**src/rtl/fbctl_pkg.sv**
```systemverilog
package fbctl_pkg;
   typedef enum logic [1:0] {
      RG_NONE = 2'd0,
      RG_CTRL = 2'd1,
      RG_STAT = 2'd2,
      RG_GP   = 2'd3
   } fbctl_region_e;

   localparam int unsigned GP_BASE = 16;
endpackage

```
**src/rtl/fbctl_decode.sv**
```systemverilog
module fbctl_decode
   import fbctl_pkg::*;
#(
   parameter int unsigned ADDR_W   = 5,
   parameter int unsigned GP_NUM   = 16,
   parameter int unsigned GP_IDX_W = 4
) (
   input  logic [ADDR_W-1:0]   addr,
   output fbctl_region_e       region,
   output logic [GP_IDX_W-1:0] gp_idx
);
   localparam logic [ADDR_W-1:0] GP_LO   = ADDR_W'(GP_BASE);
   localparam logic [ADDR_W-1:0] GP_CNT  = ADDR_W'(GP_NUM);
   localparam logic [ADDR_W-1:0] OFS_CTL = '0;
   localparam logic [ADDR_W-1:0] OFS_STA = ADDR_W'(1);

   logic [ADDR_W-1:0] ofs;

   always_comb begin
      ofs    = addr - GP_LO;
      gp_idx = ofs[GP_IDX_W-1:0];
      if (addr == OFS_CTL)
         region = RG_CTRL;
      else if (addr == OFS_STA)
         region = RG_STAT;
      else if ((addr >= GP_LO) && (ofs < GP_CNT))
         region = RG_GP;
      else
         region = RG_NONE;
   end
endmodule

```
**src/rtl/fbctl_irq.sv**
```systemverilog
module fbctl_irq #(
   parameter int unsigned DATA_W  = 8,
   parameter int unsigned IRQ_BIT = 7
) (
   input  logic              clk,
   input  logic              rst_n,
   input  logic              tick,
   input  logic [DATA_W-1:0] ctrl,
   input  logic              ack,
   output logic              pend
);
   logic arm;

   assign arm = tick & ctrl[IRQ_BIT];

   always_ff @(posedge clk or negedge rst_n) begin
      if (!rst_n)
         pend <= 1'b0;
      else if (arm)
         pend <= 1'b1;
      else if (ack)
         pend <= 1'b0;
   end
endmodule

```
**src/rtl/fbctl_gpbank.sv**
```systemverilog
module fbctl_gpbank #(
   parameter int unsigned DATA_W   = 8,
   parameter int unsigned GP_NUM   = 16,
   parameter int unsigned GP_IDX_W = 4
) (
   input  logic                     clk,
   input  logic                     rst_n,
   input  logic                     we,
   input  logic [GP_IDX_W-1:0]      idx,
   input  logic [DATA_W-1:0]        wdata,
   output logic [GP_NUM*DATA_W-1:0] flat
);
   for (genvar g = 0; g < GP_NUM; g++) begin : g_byte
      always_ff @(posedge clk or negedge rst_n) begin
         if (!rst_n)
            flat[g*DATA_W +: DATA_W] <= '0;
         else if (we && (idx == GP_IDX_W'(g)))
            flat[g*DATA_W +: DATA_W] <= wdata;
      end
   end
endmodule

```
**src/rtl/fbctl_regs.sv**
```systemverilog
module fbctl_regs
   import fbctl_pkg::*;
#(
   parameter int unsigned       ADDR_W  = 5,
   parameter int unsigned       DATA_W  = 8,
   parameter int unsigned       GP_NUM  = 16,
   parameter int unsigned       IRQ_BIT = 7,
   parameter logic [DATA_W-1:0] STAT_ID = 8'h61
) (
   input  logic              clk,
   input  logic              rst_n,
   input  logic              bus_sel,
   input  logic              bus_wr,
   input  logic [ADDR_W-1:0] bus_addr,
   input  logic [DATA_W-1:0] bus_wdata,
   output logic [DATA_W-1:0] bus_rdata,
   output logic              bus_err,
   input  logic              frame_tick,
   output logic              irq
);
   localparam int unsigned GP_IDX_W = (GP_NUM > 1) ? $clog2(GP_NUM) : 1;

   if (IRQ_BIT >= DATA_W) begin : g_bad_bit
      $error("fbctl_regs: IRQ_BIT outside data width");
   end
   if (STAT_ID[IRQ_BIT] != 1'b0) begin : g_bad_id
      $error("fbctl_regs: STAT_ID overlaps pending bit");
   end
   if ((GP_BASE + GP_NUM) > (2 ** ADDR_W)) begin : g_bad_win
      $error("fbctl_regs: general bank exceeds address window");
   end
   if (GP_NUM < 1) begin : g_bad_num
      $error("fbctl_regs: GP_NUM must be at least one");
   end

   fbctl_region_e             region;
   logic [GP_IDX_W-1:0]       gp_idx;
   logic [DATA_W-1:0]         ctrl_q;
   logic                      pend;
   logic [GP_NUM*DATA_W-1:0]  gp_flat;
   logic                      wr_go;
   logic                      rd_go;
   logic [DATA_W-1:0]         rd_val;

   assign wr_go = bus_sel &  bus_wr;
   assign rd_go = bus_sel & ~bus_wr;

   fbctl_decode #(
      .ADDR_W  (ADDR_W),
      .GP_NUM  (GP_NUM),
      .GP_IDX_W(GP_IDX_W)
   ) u_dec (
      .addr  (bus_addr),
      .region(region),
      .gp_idx(gp_idx)
   );

   fbctl_irq #(
      .DATA_W (DATA_W),
      .IRQ_BIT(IRQ_BIT)
   ) u_irq (
      .clk  (clk),
      .rst_n(rst_n),
      .tick (frame_tick),
      .ctrl (ctrl_q),
      .ack  (wr_go && (region == RG_STAT)),
      .pend (pend)
   );

   fbctl_gpbank #(
      .DATA_W  (DATA_W),
      .GP_NUM  (GP_NUM),
      .GP_IDX_W(GP_IDX_W)
   ) u_bank (
      .clk  (clk),
      .rst_n(rst_n),
      .we   (wr_go && (region == RG_GP)),
      .idx  (gp_idx),
      .wdata(bus_wdata),
      .flat (gp_flat)
   );

   always_ff @(posedge clk or negedge rst_n) begin
      if (!rst_n)
         ctrl_q <= '0;
      else if (wr_go && (region == RG_CTRL))
         ctrl_q <= bus_wdata;
   end

   always_comb begin
      case (region)
         RG_CTRL: rd_val = ctrl_q;
         RG_STAT: rd_val = STAT_ID | (DATA_W'(pend) << IRQ_BIT);
         RG_GP:   rd_val = gp_flat[gp_idx*DATA_W +: DATA_W];
         default: rd_val = '0;
      endcase
   end

   always_ff @(posedge clk or negedge rst_n) begin
      if (!rst_n) begin
         bus_rdata <= '0;
         bus_err   <= 1'b0;
      end else begin
         bus_err <= rd_go && (region == RG_NONE);
         if (rd_go)
            bus_rdata <= rd_val;
      end
   end

   assign irq = pend;
endmodule

```
**config.mk**
```make
export PLATFORM = sky130hd
export DESIGN_NAME = fbctl_regs
export DESIGN_NICKNAME = d
export VERILOG_FILES = /design/src/rtl/fbctl_pkg.sv /design/src/rtl/fbctl_decode.sv /design/src/rtl/fbctl_irq.sv /design/src/rtl/fbctl_gpbank.sv /design/src/rtl/fbctl_regs.sv
export SDC_FILE = /design/constraint.sdc
export NUM_CORES = 1
export LEC_CHECK = 0
export CORE_MARGIN = 2
export CORE_UTILIZATION = 40
export DETAILED_ROUTE_END_ITERATION = 12
export PLACE_DENSITY = 0.56
export SLEW_MARGIN = 20
export SYNTH_ARGS = -nofsm -noshare
export SYNTH_HDL_FRONTEND = slang
export SYNTH_HIERARCHICAL = 1
export SYNTH_SLANG_ARGS = --single-unit
```
**constraint.sdc**
```tcl
create_clock -name clk -period 1.3 [get_ports clk]
set_input_delay 0.26 -clock clk [delete_from_list [all_inputs] [get_ports clk]]
set_output_delay 0.26 -clock clk [all_outputs]
set_load 0.01 [all_outputs]
```
---- Word level (Yosys, flattened, before mapping) ----
Index checks and enable logic that the tools add are counted.
storage, ports and cells
  input bits .............................. 18
  output and inout port bits .............. 10
  flip-flop bits (word level) ............. 146
operators by class
  shifts and indexed selects .............. 1
  multiplexer cells ....................... 6
  magnitude comparators ................... 2
  reductions and logical operators ........ 25
  $add $sub $neg .......................... 1
  bitwise gates (word level) .............. 4
  eq/ne operators ......................... 19
operator list
  cell                                                                    number
  128-bit by 8-bit indexed part select with 8-bit output                  1
  4-bit equality test (second input constant)                             8
  8-bit one-hot mux with 3 select lines                                   1
  1-bit logical AND                                                       21
  4-bit by 3-bit equality test with 1-bit output (second input constant)  4
  4-bit by 2-bit equality test with 1-bit output (second input constant)  2
  2-bit two-way mux                                                       3
  5-bit by 1-bit equality test with 1-bit output (second input constant)  1
  5-bit >= comparator (second input constant)                             1
  5-bit logical NOT                                                       1
  5-bit < comparator (second input constant)                              1
  5-bit subtractor (second input constant)                                1
  2-bit equality test (second input constant)                             2
  4-bit by 1-bit equality test with 1-bit output (second input constant)  1
  4-bit logical NOT                                                       1
  1-bit AND                                                               3
  2-bit by 1-bit equality test with 1-bit output (second input constant)  1
  2-bit logical NOT                                                       1
  1-bit two-way mux                                                       2
  2-bit nonzero test                                                      1
  1-bit NOT                                                               1

---- Longest topological paths before layout ----
Gate-level depths: netlist (run 1).
  word-level depth ........................ 10
  depth in mapped cells ................... 9
  depth with buffers taken out ............ 7

---- Modules after synthesis ----
The synthesis (run 1) kept the hierarchy.
by module, submodules not included
  module        seq. area each (um^2)  cells each  times used  area an instance (um^2)
  fbctl_gpbank  3203.1                 294         1           4943.5
  fbctl_regs    425.4                  170         1           1874.3
  fbctl_decode  0.0                    8           1           58.8
  fbctl_irq     25.0                   4           1           41.3

---- Least setup slack after synthesis (run 1) ----
No wires, ideal clock.
  path type ............................... input to register
  start point ............................. in bus_addr[1]
  end point ............................... reg u_bank.flat[27]
  slack ................................... -1.138 ns
  data arrival time ....................... 2.313 ns
  data required time ...................... 1.175 ns
  path buffers ............................ 2
  stages on the path ...................... 9
  cells stage by stage .................... nor3_2 > a21o_1 > clkbuf_1 > nand2_1 > nor2_1 > nor3b_4 > nor2b_1 > buf_2 > mux2_2
on the way
  cells in the longest elaborated chain, start to end .. 9
  elaborated cells between the ends (all ways) .. 13
  classes of those cells .................. add/sub: 1; order compare: 2; eq/ne: 3; mux: 3; reduce/logical: 4
ends and longest elaborated chain
  what                             RTL line            source
  from (decl)                      fbctl_regs.sv:14    input logic [ADDR_W-1:0] bus_addr,
  5-bit subtractor                 fbctl_decode.sv:20  ofs = addr - GP_LO;
  5-bit < comparator               fbctl_decode.sv:26  else if ((addr >= GP_LO) && (ofs < GP_CNT))
  1-bit logical AND                fbctl_decode.sv:26
  2-bit two-way mux                fbctl_decode.sv:26
  2-bit two-way mux                fbctl_decode.sv:24  else if (addr == OFS_STA)
  2-bit two-way mux *              fbctl_decode.sv:22  if (addr == OFS_CTL)
  named net region[1]              fbctl_regs.sv:36    fbctl_region_e region;
  2-bit equality test *            fbctl_regs.sv:77    .we (wr_go && (region == RG_GP)),
  1-bit logical AND *              fbctl_regs.sv:77
  1-bit logical AND *              fbctl_gpbank.sv:17  else if (we && (idx == GP_IDX_W'(g)))
  to (signal, indexed assignment)  fbctl_gpbank.sv:18  flat[g*DATA_W +: DATA_W] <= wdata;
  to (decl)                        fbctl_gpbank.sv:11  output logic [GP_NUM*DATA_W-1:0] flat
Mark *: on every way through the listed nets, which the timed path passes. The rest lies on a longest branch.
A chain may end at the register's enable or synchronous reset.

---- Worst setup path after layout (run 1) ----
  start point ............................. in bus_addr[1]
  end point ............................... reg u_bank.flat[11]
Same word-level chain as after synthesis.

==> run metrics, run 1 <==
PwrDens=1280 mW/mm2; fill cell count=1396; All-Layer GR Usage=0.194; arrival time at the worst endpoint=1.95 ns; peak supply drop=0.000793 V; Internal=0.00919 W; clock skew=0.00704 ns; Die Area=0.0184 mm2; Sink Count=146; endpoint type of the worst setup path=register; Reg clk slew, reported paths=0.06 ns; DRT iter0 DRCs=209; Max-Cap Viols=0; CTS tree=yes; Synth top area share=0.528; # IOs=28; kind of critical path=in2reg; Residual DRC=0; via/cell ratio=5.33; Detailed Route WL=17000 um; relative slew slack=0.783; placed cell area=0.00821 mm2; Finished Cell Area=0.00938 mm2; Pre-antenna DRT Iters=4; reg-to-reg slack, setup=-0.22 ns; crit-path cells=buf_8 > nor3_4 > a21o_1 > nand2_4 > nor2_4 > nor3b_4 > buf_6 > nand3b_4 > mux2_2; RSZ-0062 raised after global routing=yes; Net Count, Synth=494; IO Port Bufs=27; Post-Layout Cell Count=821; Layout Nets=601; synthesis-to-layout area growth=35.6%; number of core rows=48; layout cells sized above 1=0.559; clock power share=0.408; critical path's slowest cell=mux2_2; met2 Usage GRT=0.318; routability congestion estimate=0.800; M3 GR Usage=0.0389; violated checks=negative setup slack; Final WS setup=-0.347 ns; fin crit share=1.27; Critical Path Start Type=primary input; Fin Setup TNS=-35.13 ns; P_sw=0.00284 W; leading area contributor after synthesis=dfrtp_1; gr ovfl total=0; switch share=0.236; met1 GRT Util=0.263; setup violators final=133; H-tree levels=4; status=finished with violations; min Tclk post-route=1.65 ns; Post-Syn Instances=476; die height=136 um; share of the yosys chip area belonging to registers=0.528; Pleak=4.43 nW; syn avg cell area=14.5 um2; ant diodes=0; worst r2r src=u_bank/flat[91]$_DFFE_PN0P_; largest net degree at the start of global routing=49; TritonCTS Buffers=17; wire per inst=20.7 um; Slew @ Worst Pin=0.326 ns; Starting Density=0.404; Final Max Slew Viols=0; CP peak stage delay=0.32 ns; Util after Layout=0.548; FMAX=607 MHz; vias in the first global route=4783; Placed Cells incl. Taps=773; ys flop type=dfrtp_1; Antenna Nets Post-Route=0; Worst-Skew Late Latency=0.42 ns; top cells by area, synth=dfrtp_1, mux2_2, mux4_2; Hold Vio Cnt, Final=0; Root Driver=clkbuf_16; Required @ worst endpoint=1.60 ns; combinational power share=0.152; Async SR Flop Fraction=1.00; GR peak layer=met2; R2R depth=6; critical path peak fanout=8; HP Class=in2async; global-route wire length before repair=27000 um; Post-synth EDFFs=0; CTS max path bufs=2; post-synth cell types=40; Seq cells post-synth=146; Reg power frac=0.439; initial antenna violation count=0; Syn Std Cell Area=0.00692 mm2; vias=4373; CORE AREA=0.0171 mm2; Yosys warnings=6; post-DP HPWL=10600 um; Die Span X=136 um; reg-to-reg endpoint=bus_rdata[3]$_DFFE_PN0P_
[flip-flops by register name (all words and copies together) (netlist names)]
name / flops
u_bank/flat: 128
ctrl_q: 8
bus_rdata: 8
bus_err: 1
u_irq/pend: 1
[cell usage after synthesis (all sizes together) (4+ instances only)]
cell type  number
nand2           5
dfrtp         146
o21ai          12
buf            23
nor3            8
mux4           23
a21oi          13
mux2          136
nand2b          5
clkbuf         10
nand3b          5
mux2i          22
nor4            4
nor2b           8
nor2           29
[power by group through the flow]
stage	combinational, W	sequential (W)	clock (W)
after global placement	0.00160	0.00533	0
after CTS	0.00176	0.00528	0.00502
after detailed placement	0.00163	0.00535	0
after global routing	0.00197	0.00534	0.00520
final	0.00183	0.00528	0.00491
after floorplan	0.00100	0.00529	0
[per-layer routing]
metal  up-vias  wire, um
met3        14       603
met5         -         0
met1      2302      8020
li1       1976         -
met4         0       159
met2        81      8220
[final cells by class]
type | count | area [um2] | share of cell area
Sequential cell | 146 | 3650 | 0.390
Multi-Input combinational cell | 295 | 3540 | 0.377
Tap cell | 225 | 282 | 0.0300
Clock inverter | 8 | 100 | 0.0107
Timing Repair Buffer | 121 | 1300 | 0.138
Inverter | 2 | 7.51 | 0.000801
Clock buffer | 24 | 502 | 0.0535
[metrics by stage]
stage               hold slack [ns]  setup slack [ns]  total power, W
global route                  0.295            -0.424          0.0125
global placement              0.141             -1.22         0.00693
CTS                           0.255            -0.333          0.0121
detailed placement            0.142             -1.26         0.00699
floorplan                   -0.0356            -0.719         0.00629
finish                        0.268            -0.347          0.0120
[cell usage in the layout, fill, tap and decap left out, types with 4 or more instances in the layout]
master	count
a21oi_1	13
nand3b_4	4
mux2_4	92
mux2_2	44
o21ai_1	5
buf_2	10
dfrtp_1	146
nand2b_1	5
nor3_1	6
nor2_1	17
o21ai_2	4
clkdlybuf4s50_1	9
buf_4	50
nor2b_1	6
buf_12	15
mux2i_1	19
nor2_4	11
mux4_2	21
clkbuf_16	19
clkbuf_8	5
buf_6	24
[critical path, delay by kind of cell]
| kind | cells | cell delay [ns] |
|---|---|---|
| and+or+nand+nor | 5 | 0.90 |
| muxes | 1 | 0.32 |
| AOI/OAI and AO/OA | 1 | 0.20 |
| buffers and inverters | 2 | 0.26 |
[timing repair]
| action | 4_1_cts | 5_1_grt |
|---|---|---|
| hold buffers | 1 | 0 |
| setup endpoints to repair | 155 | 147 |
| pin swaps | 15 | 10 |
| cloned | 1 | 2 |
| setup buffers | 9 | 7 |
| gates resized for setup | 124 | 32 |
| hold endpoints to repair | 91 | 0 |
[how the worst max path moves through the flow]
| stage | from | to | slack (ns) | cells past startpoint |
|---|---|---|---|---|
| global route | bus_addr[1] | u_bank/flat[8]$_DFFE_PN0P_ | -0.42 | 9 |
| global placement | bus_addr[2] | u_bank/flat[15]$_DFFE_PN0P_ | -1.22 | 9 |
| detailed placement | bus_addr[2] | u_bank/flat[11]$_DFFE_PN0P_ | -1.26 | 9 |
| floorplan | bus_addr[1] | u_bank/flat[100]$_DFFE_PN0P_ | -0.72 | 8 |
| finish | bus_addr[1] | u_bank/flat[11]$_DFFE_PN0P_ | -0.35 | 9 |
| CTS | bus_addr[1] | u_bank/flat[70]$_DFFE_PN0P_ | -0.33 | 9 |
[cells by family after synthesis]
logic type,count (synthesis),share of synthesized area
AND/OR/NAND/NOR,71,0.0628
buffers and inverters,35,0.0340
flip-flops,146,0.528
multiplexers,181,0.334
AO/OA/AOI/OAI,43,0.0411
Power figures use the tool's default switching activity.
==> run 2: changes to the inputs <==
--- a/config.mk
+++ b/config.mk
@@ -5,6 +5,7 @@
 export SDC_FILE = /design/constraint.sdc
 export NUM_CORES = 1
 export LEC_CHECK = 0
+export ABC_CLOCK_PERIOD_IN_PS = 1300
 export CORE_MARGIN = 2
 export CORE_UTILIZATION = 40
 export DETAILED_ROUTE_END_ITERATION = 12
==> results of run 2 <==
Same layout as run 1: the final DEF is identical, and so are final timing and power.
==> run 3: changes to the inputs <==
--- a/config.mk
+++ b/config.mk
@@ -10,6 +10,7 @@
 export CORE_UTILIZATION = 40
 export DETAILED_ROUTE_END_ITERATION = 12
 export PLACE_DENSITY = 0.56
+export RECOVER_POWER = 100
 export SLEW_MARGIN = 20
 export SYNTH_ARGS = -nofsm -noshare
 export SYNTH_HDL_FRONTEND = slang
==> run 3 against run 2 <==
The flow still finishes with violations (negative setup slack); clock power about the same; worst hold slack improved by 0.14 ns; routed wire length about the same; clock skew about the same; cell area decreased by 0.17%; flip-flop and latch count unchanged; count of clock-buffer cells in the layout unchanged; first-iteration DRC count increased by 3.3%; register-to-register slack about the same.
==> run metrics, run 3 (synthesized netlist as in run 1, its figures left out) <==
status=finished with violations; violated checks=negative setup slack; HP Class=in2reg; Hold Vio Cnt, Final=0 (unchanged); CTS max path bufs=2 (unchanged); hold wc startpoint=frame_tick; peak supply drop=0.000794 V (+0.13%); Residual DRC=0 (unchanged); max reg flops=128 (unchanged); RSZ-0062 raised after global routing=yes; Fin Setup TNS=-35.97 ns (-0.838 ns); layout cells sized above 1=0.559 (unchanged); Hold WS=0.404 ns (+0.136 ns); Final WS setup=-0.354 ns (-0.00680 ns); Die Area=0.0184 mm2 (unchanged); relative slew slack=0.549 (-0.233); synthesis-to-layout area growth=35.3%; ant diodes=0 (unchanged); Pre-antenna DRT Iters=4 (unchanged); TritonCTS Buffers=17 (unchanged); IO Port Bufs=27 (unchanged); Starting Density=0.404 (unchanged); All-Layer GR Usage=0.194 (unchanged); PwrDens=1280 mW/mm2 (+0.15%); Util after Layout=0.547 (-0.000950); R2R depth=6 (unchanged); # IOs=28 (unchanged); hold depth=3; largest net degree at the start of global routing=49 (unchanged); reg-to-reg endpoint=bus_rdata[7]$_DFFE_PN0P_; Reg clk slew, reported paths=0.06 ns (about the same); setup violators final=133 (unchanged); Root Driver=clkbuf_16; min Tclk post-route=1.65 ns (+0.00680 ns); Max-Cap Viols=0 (unchanged); clock skew=0.00688 ns (-0.000167 ns); Die Span X=136 um (unchanged); Placed Cells incl. Taps=773 (unchanged); Detailed Route WL=17000 um (about the same); via/cell ratio=5.30 (-0.43%); DRT iter0 DRCs=216 (+3.3%); Antenna Nets Post-Route=0 (unchanged); CTS tree=yes; H-tree levels=4 (unchanged); CORE AREA=0.0171 mm2 (unchanged); post-DP HPWL=10600 um (unchanged); Hold Path End=u_irq/pend$_DFFE_PN0P_; global-route wire length before repair=27000 um (unchanged); fin crit share=1.27 (+0.00523); vias=4354 (-0.43%); Pleak=4.42 nW (-0.13%); wire per inst=20.7 um (about the same); Required @ worst endpoint=1.60 ns (about the same); vias in the first global route=4783 (unchanged); die height=136 um (unchanged); arrival time at the worst endpoint=1.96 ns (about the same); endpoint type of the worst setup path=register; Sink Count=146 (unchanged); commonest non-fill, non-tap cell in the layout=dfrtp_1; commonest cells after routing, fill and taps aside=dfrtp_1, mux2_4, buf_4, mux2_2, buf_6; initial antenna violation count=0 (unchanged); reg-to-reg slack, setup=-0.21 ns (about the same); Post-Layout Cell Count=821 (unchanged); Critical Path Start Type=primary input; biggest regs=u_bank/flat x128, bus_rdata x8, ctrl_q x8; Slew @ Worst Pin=0.676 ns (+0.350 ns); number of core rows=48 (unchanged); worst r2r src=u_bank/flat[95]$_DFFE_PN0P_; Largest Register=u_bank/flat; Worst-Skew Late Latency=0.42 ns (about the same); gr ovfl total=0 (unchanged); Layout Nets=601 (unchanged); routability congestion estimate=0.800 (unchanged); critical path peak fanout=8 (unchanged); FMAX=605 MHz (-0.41%); Final Max Slew Viols=0 (unchanged); kind of critical path=in2reg
[run 3: cell types whose count changed in the layout (fill, tap and decap cells not counted)]
cell      delta
clkbuf_2     +1
buf_12       -2
buf_8        +2
buf_6        -1
[run 3: area by class of cell]
class / count / area [um2]
fill: 1400 / 7750
sequential: 146 / 3650
multi-input combinational: 295 / 3540
timing repair buffer: 121 / 1280
clock buffer: 24 / 502
tap: 225 / 282
clock inverter: 8 / 100
inverter: 2 / 7.51
[run 3: metrics by stage]
step / worst slack [ns] / power [W] / area, um2
after global placement: -1.22 / 0.00693 / 8210
final: -0.354 / 0.0120 / 9360
after global routing: -0.424 / 0.0125 / 9360
after floorplan: -0.719 / 0.00629 / 7170
after CTS: -0.333 / 0.0121 / 9220
after detailed placement: -1.26 / 0.00699 / 8210
[run 3: layer usage]
| layer | up-vias | wire, um | GRT usage |
|---|---|---|---|
| met3 | 12 | 596 | 0.0389 |
| met2 | 73 | 8230 | 0.318 |
| li1 | 1978 | - | - |
| met4 | 0 | 146 | 0.0596 |
| met5 | - | 0 | 0 |
| met1 | 2291 | 8040 | 0.263 |
[run 3: worst max-delay path by stage]
stage                 from                            to  slack, ns
3_5_place_dp   bus_addr[2]   u_bank/flat[11]$_DFFE_PN0P_      -1.26
2_1_floorplan  bus_addr[1]  u_bank/flat[100]$_DFFE_PN0P_      -0.72
3_3_place_gp   bus_addr[2]   u_bank/flat[15]$_DFFE_PN0P_      -1.22
4_1_cts        bus_addr[1]   u_bank/flat[70]$_DFFE_PN0P_      -0.33
5_1_grt        bus_addr[1]    u_bank/flat[8]$_DFFE_PN0P_      -0.42
6_report       bus_addr[1]   u_bank/flat[11]$_DFFE_PN0P_      -0.35
[run 3: worst max-delay path: stages]
cell and delay, ns:
buf_8 0.10, nor3_4 0.18, a21o_1 0.21, nand2_4 0.08, nor2_4 0.20, nor3b_4 0.27
buf_6 0.16, nand3b_4 0.18, mux2_2 0.32
[run 3: timing repair]
action,4_1_cts,5_1_grt
cloned,1,2
endpoints found under the hold margin,91,0
gates resized for setup,124,32
pin swaps,15,10
hold buffers,1,0
setup buffers,9,7
setup endpoints to repair,155,147
[run 3: power breakdown]
| group | leakage [nW] | switching [W] | total, W | internal, W |
|---|---|---|---|---|
| clock network | 0.296 | 0.00184 | 0.00492 | 0.00308 |
| registers | 1.95 | 0.000258 | 0.00528 | 0.00502 |
| logic | 2.17 | 0.000745 | 0.00183 | 0.00108 |
